## src/rtl/banyan_pkg.sv

```systemverilog
package banyan_pkg;
  timeunit 1ns; timeprecision 1ps;

  // Rotate the low w bits of v left by one position.
  function automatic int rotl_bits(input int v, input int w);
    if (w <= 1) return v;
    return ((v << 1) | (v >> (w - 1))) & ((1 << w) - 1);
  endfunction

  // For a merge column working on blocks of 2^lvl_log slots, return the
  // sub-network output slot that feeds cell input k within the block.
  function automatic int level_src(input int k, input int lvl_log);
    int q;
    int t;
    q = k >> 1;
    t = k & 1;
    return t * (1 << (lvl_log - 1)) + rotl_bits(q, lvl_log - 1);
  endfunction
endpackage

```

## src/rtl/banyan_switch.sv

```systemverilog
module banyan_switch #(
  parameter int W = 8
) (
  input  logic         swap,
  input  logic [W-1:0] a,
  input  logic [W-1:0] b,
  output logic [W-1:0] y0,
  output logic [W-1:0] y1
);
  timeunit 1ns; timeprecision 1ps;

  always_comb begin
    y0 = swap ? b : a;
    y1 = swap ? a : b;
  end
endmodule

```

## src/rtl/banyan_level.sv

```systemverilog
module banyan_level #(
  parameter int W   = 8,
  parameter int P   = 3,
  parameter int LVL = 0
) (
  input  logic                sel,
  input  logic [(W<<P)-1:0]   din,
  output logic [(W<<P)-1:0]   dout
);
  timeunit 1ns; timeprecision 1ps;
  import banyan_pkg::*;

  localparam int M  = 1 << P;
  localparam int LG = LVL + 1;
  localparam int BS = 1 << LG;
  localparam int NB = M / BS;

  logic [W-1:0] wired [M];

  // Cross wiring between the two half-size sub-networks of each block.
  for (genvar b = 0; b < NB; b++) begin : g_blk
    for (genvar k = 0; k < BS; k++) begin : g_slot
      localparam int SRC = level_src(k, LG);
      assign wired[b*BS + k] = din[(b*BS + SRC)*W +: W];
    end
  end

  // One column of exchange cells, all steered by the same column bit.
  for (genvar j = 0; j < M/2; j++) begin : g_cell
    banyan_switch #(.W(W)) u_sw (
      .swap (sel),
      .a    (wired[2*j]),
      .b    (wired[2*j+1]),
      .y0   (dout[(2*j)*W +: W]),
      .y1   (dout[(2*j+1)*W +: W])
    );
  end

  logic [W-1:0] xin, xout;
  always_comb begin
    xin  = '0;
    xout = '0;
    for (int i = 0; i < M; i++) begin
      xin  = xin  ^ din[i*W +: W];
      xout = xout ^ dout[i*W +: W];
    end
  end

  always_comb begin
    AST_LEVEL_CONSERVE: assert (xin == xout)
      else $error("level %0d lost or altered a word", LVL);
  end
endmodule

```

## src/rtl/parity_banyan_router.sv

```systemverilog
module parity_banyan_router #(
  parameter int P = 4,
  parameter int W = 8
) (
  input  logic [P-1:0]        ctrl,
  input  logic [(W<<P)-1:0]   words_in,
  output logic [(W<<P)-1:0]   words_out
);
  timeunit 1ns; timeprecision 1ps;
  import banyan_pkg::*;

  localparam int M  = 1 << P;
  localparam int VW = W * M;

  logic [VW-1:0] chain [P+1];

  assign chain[0] = words_in;

  // Column s is steered directly by column bit s.
  for (genvar s = 0; s < P; s++) begin : g_lvl
    banyan_level #(.W(W), .P(P), .LVL(s)) u_lvl (
      .sel  (ctrl[s]),
      .din  (chain[s]),
      .dout (chain[s+1])
    );
  end

  // Final unshuffle back to natural label order.
  for (genvar l = 0; l < M; l++) begin : g_out
    localparam int SRC = rotl_bits(l, P);
    assign words_out[l*W +: W] = chain[P][SRC*W +: W];
  end

  logic [W-1:0] xlast, xfinal;
  always_comb begin
    xlast  = '0;
    xfinal = '0;
    for (int i = 0; i < M; i++) begin
      xlast  = xlast  ^ chain[P][i*W +: W];
      xfinal = xfinal ^ words_out[i*W +: W];
    end
  end

  always_comb begin
    AST_UNSHUFFLE_CONSERVE: assert (xlast == xfinal)
      else $error("unshuffle altered the word set");
  end

  always_comb begin
    for (int l = 0; l < M; l++) begin
      AST_XOR_ROUTE: assert (words_out[l*W +: W] == words_in[(l ^ int'(ctrl))*W +: W])
        else $error("slot %0d not fed from slot %0d", l, l ^ int'(ctrl));
    end
  end

  always_comb begin
    if (ctrl == '0) begin
      AST_ZERO_IDENTITY: assert (words_out == words_in)
        else $error("zero column is not the identity");
    end
  end

  always_comb begin
    if ($countones(ctrl) == 1) begin
      for (int l = 0; l < M; l++) begin
        AST_SINGLE_BIT_PAIR: assert (words_out[(l ^ int'(ctrl))*W +: W] == words_in[l*W +: W])
          else $error("pair exchange wrong at slot %0d", l);
      end
    end
  end
endmodule

```

## config.mk

```make
export PLATFORM = sky130hd
export DESIGN_NAME = parity_banyan_router
export DESIGN_NICKNAME = d
export VERILOG_FILES = /design/src/rtl/banyan_pkg.sv /design/src/rtl/banyan_switch.sv /design/src/rtl/banyan_level.sv /design/src/rtl/parity_banyan_router.sv
export SDC_FILE = /design/constraint.sdc
export NUM_CORES = 1
export LEC_CHECK = 0
export BUFFER_PORTS_ARGS = -buffer_cell sky130_fd_sc_hd__buf_2
export CAP_MARGIN = 20
export CORE_MARGIN = 8
export CORE_UTILIZATION = 59
export DETAILED_ROUTE_END_ITERATION = 8
export PLACE_DENSITY = 0.95
export SLEW_MARGIN = 30
export SYNTH_ARGS = -nofsm -noshare
export SYNTH_HDL_FRONTEND = slang
export SYNTH_HIERARCHICAL = 1
export SYNTH_SLANG_ARGS = --single-unit
```

## constraint.sdc

```tcl
create_clock -name vclk -period 6.15
set_input_delay 1.845 -clock vclk [all_inputs]
set_output_delay 1.845 -clock vclk [all_outputs]
set_load 0.01 [all_outputs]
```

== Word-level counts from Yosys, hierarchy flattened ==
Cells that the tools add are included.
Operators by class
  mux-type cells: 64
Operator list (number)
  $mux W8: 64
Word-level totals
  register bits: 0
  output and inout bits: 128
  bits of input ports: 132

== Logic depth before layout (Yosys ltp) ==
  word-level depth: 4
  mapped depth: 6
  gate-level depth less buffers: 4

== Hierarchy ==
Netlist, hierarchy kept.
Modules (own cells, without submodules)
  banyan_switch: area each 249.0 sq um, seq. area each 0.0 sq um, instances 32, cells each 18

== Worst setup path before layout ==
OpenSTA, ideal clock, no wires.
  path type: input -> output
  start: in ctrl[0]
  end: out words_out[56]
  data arrival time: 3211 ps
  path buffers: 2
  stages: 6
  slack: 1094 ps
  path through: buf_6 buf_12 mux2_4 mux2_4 mux2_4 mux2_2
RTL lines
  start, declared: RTL line parity_banyan_router.sv:5  | input logic [P-1:0] ctrl,
  end, declared: RTL line parity_banyan_router.sv:7  | output logic [(W<<P)-1:0] words_out

==> flow_summary_export.csv <==
group,metric,value,unit
worst_hold_path,hold_start,"ctrl[3]",
die,die-width,132.2,µm
detailed_routing,dr.first_iter.drc_count,281,
pwr,seq_power_share,0,
synthesis,synth.distinct_cells,4,
synthesis,yosys_warnings,6,
synthesis,yosys.area_share.simple,0,
timing,layout_min_cycle_time,5.693,ns
pwr,powerDensity,124.8,nW/µm²
synthesis,syn_nets,708,
timing,timing.setup.tns,0,ns
place,portBuffers,260,
timing,relSlewSlack,0.6245,
cts,post_cts_buffers,0,
grt,grtUsageTotal,0.2678,
synthesis,synth_xor_area_frac,0,
timing,final_max_slew_viol_count,0,
grt,grt_max_degree,50,
die,io_pins,260,
synthesis,syn_area,7968,µm²
pwr,p_int,0.0006137,W
synthesis,synth_top_family_by_area,"multiplexers",
detailed_routing,wl_per_cell,26.04,µm
final_layout,num-nets-final,927,
worst_hold_path,hold_path.class,"primary input to primary output",
synthesis,synthCells,576,
die,die_height,132.2,µm
detailed_routing,drc_errors,0,
timing,setup_viol,0,
grt,grt_pass1_vias,6198,
synthesis,yosysMostFrequentCell,"mux2_4",
place,pre_cts_slack,0.4824,ns
synthesis,yosysSeqAreaShare,0,
pwr,vdd_drop_max,0.00008954,V
critical_path,startpoint_type,"primary input",
outcome,status,"finished clean",
pwr,clkPwrFrac,0,
critical_path,crit_type,"primary input to primary output",
critical_path,worstPathArrival,3.85,ns
timing,rsz0062_at_grt,"no",
timing,finalHoldViolCount,0,
final_layout,seq_area,0,µm²
timing,tightest_slew,0.5632,ns
critical_path,end_kind,"primary output",
final_layout,seq_cell_count,0,
timing,max_freq,175.7,MHz
die,dieArea,17480,µm²
pwr,leakage,4.554,nW
detailed_routing,routed_wl,25.39,mm
die,coreArea,13240,µm²
cts,cts.repair.resized,0,
die,row_count,42,
cts,holdBufCountCts,0,
critical_path,required,4.30,ns
die,initial_utilization,0.6017,
detailed_routing,firstDrtPassIters,4,
pwr,pwr-share-comb,1.000,
synthesis,syn_avg_cell_area,13.83,µm²
grt,antenna_found_initial,6,
final_layout,nClkBuffers,0,
final_layout,area_growth,10.43,%
critical_path,endpoint,"words_out[47]",
detailed_routing,num_vias,5689,
pwr,power.switching,0.0004842,W
detailed_routing,vias_per_cell,5.835,
critical_path,critPathMaxFanout,35,
synthesis,synth_compound_area_frac,0,
job,cap_viol_max_count,0,
place,dp_hpwl,22.13,mm
synthesis,synthMuxAreaShare,0.8744,
detailed_routing,ant_nets,0,
place,gp_congestion,0.9119,
critical_path,crit_start,"ctrl[0]",
synthesis,synthAdderAreaFrac,0,
synthesis,netlist.area_leader.share,0.6030,
grt,grt_overflow,0,
final_layout,drive_above_1_share,1.000,
pwr,swShare,0.4410,
synthesis,ys_top_cells_by_count,"mux2_4 (320), mux2_2 (192), buf_12 (32), buf_6 (32)",
timing,finalCritPeriodShare,0.9257,
synthesis,yosys.area.top_type,"mux2_4",
grt,grt_pass1_wl,36.98,mm
synthesis,synth.top_cells.by_area,"mux2_4 (60%), mux2_2 (27%), buf_12 (8.0%), buf_6 (4.5%)",
timing,fin_ws,0.4569,ns
-- cells in the final DEF, fill, tap and decap left out, drive strengths merged --
master  instances
buf           281
diode           6
mux2          512
-- power groups by stage --
stage	logic (W)	registers, W	clock network [W]
finish	0.00110	0	0.000000000131
global route	0.00115	0	0.000000000131
CTS	0.00109	0	0
detailed placement	0.00109	0	0
global placement	0.00106	0	0
floorplan	0.000799	0	0
-- metal layers --
metal | up-vias | routed length [µm] | GRT usage | share of wire
met2 | 224 | 12920 | 0.5004 | 0.51
met4 | 0 | 658 | 0.07634 | 0.026
met3 | 28 | 1759 | 0.05488 | 0.069
met5 | - | 0 | 0 | 0
met1 | 2799 | 10060 | 0.2974 | 0.40
li1 | 2638 | - | - | -
-- worst min path at each step --
stage / to / slack, ns / cells past startpoint
after global placement: words_out[112] / 4.30 / 3
after detailed placement: words_out[112] / 4.31 / 3
after floorplan: words_out[0] / 3.97 / 2
after global routing: words_out[112] / 4.34 / 3
after CTS: words_out[112] / 4.31 / 3
final: words_out[112] / 4.31 / 3
-- final cells by class --
| cell class | count | area, µm² |
|---|---|---|
| Antenna cell | 6 | 15.01 |
| Tap cell | 176 | 220.2 |
| Timing Repair Buffer | 281 | 1597 |
| Multi-Input combinational cell | 512 | 6967 |
| Fill cell | 1041 | 4444 |
-- critical path, cell delays in order --
cell    delay, ns
buf_6        0.32
buf_12       0.22
mux2_2       0.37
mux2_2       0.29
mux2_2       0.31
mux2_2       0.28
buf_2        0.17
-- logic make-up (layout without fill, tap and decap cells) --
family,count (synthesis),in the layout
buffers and inverters,64,281
other,0,6
muxes,512,512
-- per-stage QoR --
step	total power (W)	hold WS [ns]	instance area (µm²)	utilization	instances
6_report	0.001098	4.314	8798	0.6644	975
5_1_grt	0.001154	4.340	8798	0.6644	975
4_1_cts	0.001094	4.314	8783	0.6633	969
3_5_place_dp	0.001087	4.311	8783	0.6633	969
3_3_place_gp	0.001064	4.303	8783	0.6633	969
2_1_floorplan	0.0007990	3.973	7968	-	576
No activity file was read; power rests on OpenSTA's default activity.
